## src/rtl/intx_pkg.sv

```systemverilog
package intx_pkg;
   typedef enum logic {BOARD_A = 1'b0, BOARD_B = 1'b1} board_e;

   function automatic int unsigned swz_offset(board_e b);
      return (b == BOARD_A) ? 2 : 3;
   endfunction
endpackage

```

## src/rtl/intx_cfg_snoop.sv

```systemverilog
module intx_cfg_snoop #(
   parameter int          ADDR_W       = 16,
   parameter int          DATA_W       = 32,
   parameter logic [7:0]  REG_OFS      = 8'h3C,
   parameter logic [7:0]  LEGACY_CODE  = 8'd27,
   parameter int          SKIP_RESIDUE = 2
) (
   input  logic                clk,
   input  logic                rst_n,
   input  logic                wr_en,
   input  logic [ADDR_W-1:0]   addr,
   input  logic [DATA_W-1:0]   wdata,
   input  logic [DATA_W/8-1:0] be,
   output logic                legacy
);
   localparam int BE_W      = DATA_W / 8;
   localparam int LANE_BITS = (BE_W > 1) ? $clog2(BE_W) : 0;
   localparam int LANE      = int'(REG_OFS) % BE_W;
   localparam int DWORD_IDX = int'(REG_OFS) >> LANE_BITS;

   initial begin
      assert (ADDR_W >= 16) else $error("address must hold devfn and offset");
      assert (DATA_W % 8 == 0) else $error("data width must be whole bytes");
   end

   logic [4:0] slot_num;
   logic [7:0] lane_byte;
   logic       ofs_ok, slot_ok, hit;

   assign slot_num  = addr[15:11];
   assign lane_byte = wdata[LANE*8 +: 8];
   assign ofs_ok    = (int'(addr[7:0]) >> LANE_BITS) == DWORD_IDX;
   assign slot_ok   = (int'(slot_num) % 4) != SKIP_RESIDUE;
   assign hit       = wr_en && ofs_ok && be[LANE] && slot_ok;

   always_ff @(posedge clk) begin
      if (!rst_n)   legacy <= 1'b0;
      else if (hit) legacy <= (lane_byte == LEGACY_CODE);
   end

   wire unused_bits = ^{1'b0, addr, wdata, be};

   assert_set_legacy_R5: assert property (@(posedge clk) disable iff (!rst_n)
      (wr_en && ofs_ok && be[LANE] && slot_ok && lane_byte == LEGACY_CODE) |=> legacy);
   assert_clear_legacy_R6: assert property (@(posedge clk) disable iff (!rst_n)
      (wr_en && ofs_ok && be[LANE] && slot_ok && lane_byte != LEGACY_CODE) |=> !legacy);
   assert_hold_mode_R8: assert property (@(posedge clk) disable iff (!rst_n)
      (!wr_en || !be[LANE] || !ofs_ok) |=> $stable(legacy));
   assert_skip_slot_R7: assert property (@(posedge clk) disable iff (!rst_n)
      (int'(slot_num) % 4 == SKIP_RESIDUE) |=> $stable(legacy));
endmodule

```

## src/rtl/intx_swizzle_map.sv

```systemverilog
module intx_swizzle_map #(
   parameter int NUM_SLOTS  = 3,
   parameter int NUM_OUT    = 4,
   parameter int FIRST_SLOT = 29,
   parameter int KOFS       = 2
) (
   input  logic [NUM_SLOTS*NUM_OUT-1:0] dev_irq,
   input  logic                         legacy,
   output logic [NUM_OUT-1:0]           sys_irq
);
   localparam int NREQ = NUM_SLOTS * NUM_OUT;

   for (genvar o = 0; o < NUM_OUT; o++) begin : g_out
      logic [NREQ-1:0] swz_hits, flat_hits;
      for (genvar s = 0; s < NUM_SLOTS; s++) begin : g_slot
         for (genvar p = 0; p < NUM_OUT; p++) begin : g_pin
            localparam int RIDX = (FIRST_SLOT + s + p + KOFS) % NUM_OUT;
            localparam int BIT  = s * NUM_OUT + p;
            assign swz_hits[BIT]  = (RIDX == o) ? dev_irq[BIT] : 1'b0;
            assign flat_hits[BIT] = (p == o)    ? dev_irq[BIT] : 1'b0;
         end
      end
      assign sys_irq[o] = legacy ? |flat_hits : |swz_hits;
   end
endmodule

```

## src/rtl/intx_router.sv

```systemverilog
module intx_router
   import intx_pkg::*;
#(
   parameter int          NUM_SLOTS    = 3,
   parameter int          NUM_OUT      = 4,
   parameter int          FIRST_SLOT   = 29,
   parameter board_e      BOARD        = BOARD_A,
   parameter int          ADDR_W       = 16,
   parameter int          DATA_W       = 32,
   parameter logic [7:0]  IRQ_LINE_OFS = 8'h3C,
   parameter logic [7:0]  LEGACY_CODE  = 8'd27,
   parameter int          SKIP_RESIDUE = 2
) (
   input  logic                         clk,
   input  logic                         rst_n,
   input  logic [NUM_SLOTS*NUM_OUT-1:0] dev_irq,
   input  logic                         cfg_wr_en,
   input  logic [ADDR_W-1:0]            cfg_addr,
   input  logic [DATA_W-1:0]            cfg_wdata,
   input  logic [DATA_W/8-1:0]          cfg_be,
   output logic [NUM_OUT-1:0]           sys_irq
);
   localparam int  KOFS     = int'(swz_offset(BOARD));
   localparam bit  SNOOP_EN = (BOARD == BOARD_A);

   initial begin
      assert (NUM_OUT == 4) else $error("legacy INTx has four pins");
      assert (FIRST_SLOT + NUM_SLOTS <= 32) else $error("slot number exceeds 5 bits");
   end

   logic legacy_mode;

   if (SNOOP_EN) begin : g_snoop
      intx_cfg_snoop #(
         .ADDR_W(ADDR_W), .DATA_W(DATA_W), .REG_OFS(IRQ_LINE_OFS),
         .LEGACY_CODE(LEGACY_CODE), .SKIP_RESIDUE(SKIP_RESIDUE)
      ) u_snoop (
         .clk(clk), .rst_n(rst_n), .wr_en(cfg_wr_en), .addr(cfg_addr),
         .wdata(cfg_wdata), .be(cfg_be), .legacy(legacy_mode)
      );
   end else begin : g_fixed
      assign legacy_mode = 1'b0;
      wire unused_cfg = ^{1'b0, cfg_wr_en, cfg_addr, cfg_wdata, cfg_be};

      assert_fixed_route_R10: assert property (@(posedge clk) disable iff (!rst_n)
         $stable(dev_irq) |-> $stable(sys_irq));
   end

   intx_swizzle_map #(
      .NUM_SLOTS(NUM_SLOTS), .NUM_OUT(NUM_OUT),
      .FIRST_SLOT(FIRST_SLOT), .KOFS(KOFS)
   ) u_map (
      .dev_irq(dev_irq), .legacy(legacy_mode), .sys_irq(sys_irq)
   );

   assert_quiet_R4: assert property (@(posedge clk) disable iff (!rst_n)
      (dev_irq == '0) |-> (sys_irq == '0));
   assert_no_amplify_R4: assert property (@(posedge clk) disable iff (!rst_n)
      $countones(sys_irq) <= $countones(dev_irq));
   assert_reset_mode_R1: assert property (@(posedge clk)
      !rst_n |=> !legacy_mode);

   for (genvar s = 0; s < NUM_SLOTS; s++) begin : g_chk_slot
      for (genvar p = 0; p < NUM_OUT; p++) begin : g_chk_pin
         assert_legacy_pass_R9: assert property (@(posedge clk) disable iff (!rst_n)
            (legacy_mode && dev_irq[s*NUM_OUT+p]) |-> sys_irq[p]);
      end
   end
endmodule

```

## config.mk

```make
export PLATFORM = sky130hd
export DESIGN_NAME = intx_router
export DESIGN_NICKNAME = d
export VERILOG_FILES = /design/src/rtl/intx_pkg.sv /design/src/rtl/intx_cfg_snoop.sv /design/src/rtl/intx_swizzle_map.sv /design/src/rtl/intx_router.sv
export SDC_FILE = /design/constraint.sdc
export NUM_CORES = 1
export LEC_CHECK = 0
export ABC_AREA = 1
export BUFFER_PORTS_ARGS = -buffer_cell sky130_fd_sc_hd__buf_4
export CAP_MARGIN = 10
export CORE_AREA = 2 2 39 41
export DETAILED_ROUTE_END_ITERATION = 7
export DIE_AREA = 0 0 41 43
export GPL_TIMING_DRIVEN = 0
export PLACE_DENSITY_LB_ADDON = 0.05
export SLEW_MARGIN = 20
export SYNTH_ARGS = -nofsm -noshare
export SYNTH_HDL_FRONTEND = slang
export SYNTH_SLANG_ARGS = --single-unit
```

## constraint.sdc

```tcl
create_clock -name clk -period 0.8 [get_ports clk]
set_input_delay 0.08 -clock clk [delete_from_list [all_inputs] [get_ports clk]]
set_output_delay 0.08 -clock clk [all_outputs]
set_load 0.05 [all_outputs]
```

==> out/qor.csv, run 1 <==
stage,metric,value,unit
run_status,run_status,"finished, violations left",
run_status,violations,negative setup slack,
sta,min_period,0.975,ns
layout,syn_to_final_growth,236,%
floorplan,die_y,43,µm
drt,routed_wl,724,µm
synthesis,post_synthesis_cell_area,176,µm²
grt,grt_antenna_before_repair,0,
drt,drt_first_pass_iters,2,
placement,place_hpwl,682,µm
sta,remaining_max_slew_budget_at_the_tightest_pin,84.5,%
power,p_total,0.285,mW
synthesis,number_of_nets_in_the_synthesized_netlist,101,
worst_setup_path,critPathKind,reg -> out,
worst_hold_path,min_from,rst_n,
power,total_leakage_power,0.280,nW
drt,drt_first_iter_violations,3,
floorplan,die-width,41,µm
cts,insertion_delay,0,ns
run,number_of_maximum_capacitance_constraint_violations,0,
sta,timing.final.ws_setup,-0.175,ns
layout,drive_above_1_share,73.9,%
sta,final_worst_path_cycle_share,122,%
worst_setup_path,worst_r2r_startpoint,g_snoop.u_snoop.legacy,
layout,multiInputGateArea,254,µm²
layout,antennaDiodeCount,0,
sta,slew_violations,0,
layout,finalInstanceArea,593,µm²
drt,wl_per_cell,8.52,µm
grt,remaining_overflow_grt,0,
layout,ff_latch_area,23.8,µm²
worst_setup_path,critPathCaptureType,primary output,
drt,detail_route.drc_violations,0,
cts,clk_pin_slew_worst_paths,0,ns
layout,layout_top_registers,g_snoop.u_snoop.legacy x1,
sta,finalHoldWorstSlack,0.312,ns
layout,max_flop_register,g_snoop.u_snoop.legacy,
placement,port_buffers,35,
worst_setup_path,crit_path_start_kind,flop,
layout,nNetsFinal,138,
synthesis,post_syn_area_per_cell,5.19,µm²
sta,setup_tns,-0.604,ns
layout,largest_reg_flops,1,
power,ir_worst_vdd,0.203,mV
drt,route.antenna.remaining_nets,0,
sta,fin_worst_skew,0,ns
worst_setup_path,timing.critical_path.fanout_max,5,
floorplan,io_pins,71,
synthesis,synthDistinctLibCells,10,
sta,grt_setup_unrepaired,yes,
placement,placed_cell_area,554,µm²
sta,fmax,1030,MHz
worst_hold_path,min_path_type,in -> reg,
power,p_per_area,480,nW/µm²
floorplan,rows,14,
placement,detailedPlace.worstSlack,-0.215,ns
worst_setup_path,critPathLaunch,g_snoop.u_snoop.legacy,
synthesis,postSynthCellCount,34,
layout,nFillCells,146,
synthesis,ys.warnings.count,0,
worst_setup_path,cp_data_arrival_time,0.90,ns
grt,global_route.usage.total,8.01,%
floorplan,floorplan.initialDensity,12.7,%
floorplan,floorplan.die_area,1760,µm²
sta,setup_viol,4,
drt,route.vias.total,356,
grt,grt_first_pass_wirelength,1070,µm
grt,maximum_number_of_pins_on_one_net_before_global_route_repair,6,
synthesis,yosysSeqAreaShare,11.3,%
sta,worst_slew_pin_slew,0.232,ns
placement,gp_routability_congestion,0.529,
synthesis,ys_seq_elements,1,
worst_setup_path,cp.required,0.72,ns
floorplan,core-area,1380,µm²
sta,hold_violations,0,
drt,viasPerCell,4.19,
grt,first_global_vias,315,
-- area by class of cell --
type	count	share of cell area, %
well taps	16	3.38
flip-flops and latches	1	4.01
multi-input cells	28	42.8
inverters	5	3.59
repair buffers	35	46.2
-- power by group --
group	leakage [nW]	total, mW	internal (mW)	switching [mW]
clock	0	0	0	0
sequential	0.00886	0.0483	0.0478	0.000466
combinational	0.271	0.237	0.144	0.0930
total	0.280	0.285	0.191	0.0935
-- placed cells by master (no fill, tap or decap) --
cell,instances
nand4_1,1
dfxtp_4,1
inv_1,2
o21bai_4,4
inv_2,2
nor3_2,3
nand2_1,7
buf_4,32
buf_6,3
inv_4,1
nor2_1,6
nand3b_1,1
nor3_4,5
nand3_1,1
-- cell usage after synthesis --
library cell / number / area [µm²]
o21bai_1: 4 / 30.0
nand2_1: 7 / 26.3
nor3_1: 8 / 40.0
dfxtp_1: 1 / 20.0
nor2_1: 6 / 22.5
inv_2: 1 / 3.75
inv_1: 4 / 15.0
nand3b_1: 1 / 7.51
nand4_1: 1 / 6.26
nand3_1: 1 / 5.00
-- critical path, cell delays in order, from the launching register on --
cell,delay [ns]
dfxtp_4,0.35
nor3_2,0.26
o21bai_4,0.09
buf_4,0.19
-- logic make-up (layout without fill, tap and decap cells) --
group	after synthesis	after routing	synth area share [%]
flip-flops	1	1	11.3
AND/OR/NAND/NOR	24	24	61.0
AO/OA/AOI/OAI	4	4	17.0
buffers and inverters	5	40	10.6
-- per-layer routing --
metal / vias up / global-route usage (%) / part of all wire, %
met5: - / 0 / 0
li1: 185 / - / -
met1: 150 / 7.96 / 30
met4: 0 / 0 / 0
met3: 0 / 0 / 13
met2: 21 / 17.2 / 57
-- worst paths after layout --
kind | to | slack [ns] | depth (start not counted)
hold reg to reg | g_snoop.u_snoop.legacy | 0.68 | 4
hold / removal | g_snoop.u_snoop.legacy | 0.31 | 3
setup / recovery | sys_irq[3] | -0.18 | 3
setup reg to reg | g_snoop.u_snoop.legacy | 0.04 | 4
-- through the flow --
| stage | util, % | instances |
|---|---|---|
| 2_1_floorplan | - | 34 |
| 3_3_place_gp | 40.1 | 85 |
| 3_5_place_dp | 40.1 | 85 |
| 4_1_cts | 41.9 | 85 |
| 5_1_grt | 42.9 | 85 |
| 6_report | 42.9 | 85 |
-- repair_timing --
item / 4_1_cts / 5_1_grt
pin swaps: 0 / 7
hold buffers: 0 / 0
resized for setup: 5 / 5
endpoints found under the setup margin: 4 / 5
setup buffers: 0 / 0
hold endpoints to repair: 0 / 0
(Power assumes the default switching activity.)
==> run 2, diff against run 1 <==
CORE_AREA = not set   (was 2 2 39 41)
CORE_MARGIN = 2   (was not set)
CORE_UTILIZATION = 18   (was not set)
DIE_AREA = not set   (was 0 0 41 43)
SYNTH_HIERARCHICAL = 1   (was not set)
==> out/qor.csv, run 2 <==
stage,metric,value,unit
synthesis,synth_largest_type_area_fraction,31.3,%
synthesis,yosysSeqAreaShare,8.33,%
placement,port_buffers,35,
cts,clk_pin_slew_worst_paths,0,ns
cts,insertion_delay,0,ns
layout,layout_common_cells,"31 x buf_4, 15 x inv_1, 12 x nand2_1",
layout,drive_above_1_share,53.4,%
synthesis,postSynthCellCount,54,
sta,slew_violations,0,
layout,layout_commonest_cell,buf_4,
grt,remaining_overflow_grt,0,
power,p_total,0.284,mW
grt,first_global_vias,324,
placement,place_hpwl,644,µm
worst_setup_path,ff2ff_setup_slack,0.14,ns
synthesis,synth_edf_count,0,
power,ir_worst_vdd,0.223,mV
drt,drt_first_pass_iters,2,
run_status,run_status,"finished, violations left",
sta,setup_viol,4,
worst_setup_path,cp.required,0.72,ns
power,p_per_area,491,nW/µm²
drt,routed_wl,675,µm
run,number_of_maximum_capacitance_constraint_violations,0,
worst_hold_path,min_path_type,in -> reg,
layout,antennaDiodeCount,0,
power,p_int,0.188,mW
layout,syn_to_final_growth,141,%
worst_setup_path,critPathCaptureType,primary output,
power,power_switching,0.0958,mW
drt,route.antenna.remaining_nets,0,
power,power.share.sequential,17.0,%
synthesis,post_synthesis_cell_area,240,µm²
layout,layout_top_registers,g_snoop.u_snoop/legacy x1,
synthesis,synth_async_sr_flop_share,0,%
synthesis,number_of_nets_in_the_synthesized_netlist,121,
synthesis,ys.warnings.count,6,
worst_setup_path,worst_r2r_startpoint,g_snoop.u_snoop/legacy,
layout,largest_reg_flops,1,
grt,grt_antenna_before_repair,0,
sta,timing.final.ws_setup,-0.0473,ns
synthesis,synth_flop_cell,dfxtp_1,
floorplan,die_y,40.5,µm
synthesis,ys_seq_elements,1,
synthesis,post_synth_main_area_contributors,"nand2_1 31%, inv_1 23%, nor2_1 16%",
floorplan,die-width,40.5,µm
drt,viasPerCell,3.92,
synthesis,post_syn_area_per_cell,4.45,µm²
placement,gp_routability_congestion,0.559,
synthesis,synth_largest_area_cell,nand2_1,
worst_setup_path,timing.reg2reg.worst_path_depth,4,
sta,worst_slew_pin_slew,0.109,ns
worst_setup_path,crit_path_start_kind,flop,
grt,grt_first_pass_wirelength,1020,µm
worst_setup_path,critPathKind,reg -> out,
sta,fmax,1180,MHz
run_status,violations,negative setup slack,
sta,hold_violations,0,
worst_setup_path,critical_path.reg2reg.endpoint,g_snoop.u_snoop/legacy,
worst_setup_path,cp_data_arrival_time,0.77,ns
floorplan,io_pins,71,
synthesis,synthDistinctLibCells,9,
layout,layout.core_utilization,45.6,%
synthesis,synth.top_cells.by_count,"20 x nand2_1, 15 x inv_1, 10 x nor2_1",
drt,wl_per_cell,6.55,µm
power,power_frac_clock,0,%
sta,remaining_max_slew_budget_at_the_tightest_pin,92.8,%
floorplan,floorplan.initialDensity,18.9,%
sta,final_worst_path_cycle_share,106,%
synthesis,synth_most_common_cell,nand2_1,
worst_setup_path,endpoint,sys_irq[2],
floorplan,floorplan.die_area,1640,µm²
sta,finalHoldWorstSlack,0.304,ns
grt,global_route.usage.total,8.34,%
layout,nNetsFinal,157,
power,total_leakage_power,0.365,nW
sta,grt_setup_unrepaired,yes,
layout,finalInstanceArea,578,µm²
placement,placed_cell_area,563,µm²
worst_setup_path,critPathLaunch,g_snoop.u_snoop/legacy,
drt,detail_route.drc_violations,0,
floorplan,core-area,1270,µm²
floorplan,rows,13,
layout,max_flop_register,g_snoop.u_snoop/legacy,
drt,route.vias.total,404,
sta,min_period,0.847,ns
cts,post_cts_hold_buffer_count,0,
sta,fin_worst_skew,0,ns
worst_setup_path,timing.critical_path.fanout_max,9,
grt,maximum_number_of_pins_on_one_net_before_global_route_repair,10,
power,portion_of_total_power_attributed_to_combinational_logic,83.0,%
power,p_sw_share,33.8,%
drt,drt_first_iter_violations,1,
## run 2: cell count changes in the layout (fill, tap and decap cells not counted), moves of 2 or more
cell / before / now
inv_2: 2 / 0
nand3_1: 1 / 4
nor2_1: 6 / 8
inv_1: 2 / 15
nor3_4: 5 / 0
nand2_4: 0 / 4
nand2_2: 0 / 4
nor2_2: 0 / 3
nor3_2: 3 / 0
o21bai_4: 4 / 0
nand2_1: 7 / 12
## run 2: cells by family (layout without fill, tap and decap cells)
kind of cell,count (synthesis),after routing,share of synthesized area [%]
simple gates,37,37,63.5
flops,1,1,8.33
buf+inv,16,50,28.1
## run 2: timing repair
item / in CTS / in global routing
setup buffers: 0 / 0
cloned: 0 / 0
setup endpoints to repair: 4 / 4
gates resized for setup: 7 / 1
pin swaps: 3 / 1
## run 2: critical path, stage by stage, from the launching register on
cell and delay, ns:
dfxtp_4 0.35, nor2_2 0.07, nand2_1 0.06, nand2_2 0.08, nand2_4 0.05, buf_8 0.14
## run 2: final cells by class
class                      instances  area, µm²
fill                             143        691
inverter                          15       56.3
multi-input combinational         37        198
sequential                         1       23.8
tap                               15       18.8
timing repair buffer              35        282
## run 2: power groups by stage
stage | Sequential [mW] | Combinational, mW | Clock [mW]
2_1_floorplan | 0.0512 | 0.0940 | 0
3_3_place_gp | 0.0512 | 0.226 | 0
3_5_place_dp | 0.0512 | 0.228 | 0
4_1_cts | 0.0483 | 0.237 | 0
5_1_grt | 0.0484 | 0.258 | 0
6_report | 0.0483 | 0.236 | 0
## run 2: stage by stage
step | setup WS, ns | instances | setup TNS (ns)
2_1_floorplan | -0.0162 | 54 | -0.0491
3_3_place_gp | -0.152 | 104 | -0.569
3_5_place_dp | -0.163 | 104 | -0.603
4_1_cts | -0.0789 | 103 | -0.234
5_1_grt | -0.105 | 103 | -0.363
6_report | -0.0473 | 103 | -0.170
## run 2: how the worst min path moves through the flow
stage          startpoint                      to  slack [ns]  cells after the start
2_1_floorplan       rst_n  g_snoop.u_snoop/legacy        0.19                      2
3_3_place_gp        rst_n  g_snoop.u_snoop/legacy        0.30                      3
3_5_place_dp        rst_n  g_snoop.u_snoop/legacy        0.31                      3
4_1_cts             rst_n  g_snoop.u_snoop/legacy        0.31                      3
5_1_grt             rst_n  g_snoop.u_snoop/legacy        0.33                      3
6_report            rst_n  g_snoop.u_snoop/legacy        0.30                      3
## run 2: per-layer routing
metal	GRT usage [%]	part of all wire, %	vias up
met5	0	0	-
met4	0	0	0
met3	0	14	0
met2	18.3	49	22
met1	9.00	36	160
li1	-	-	222
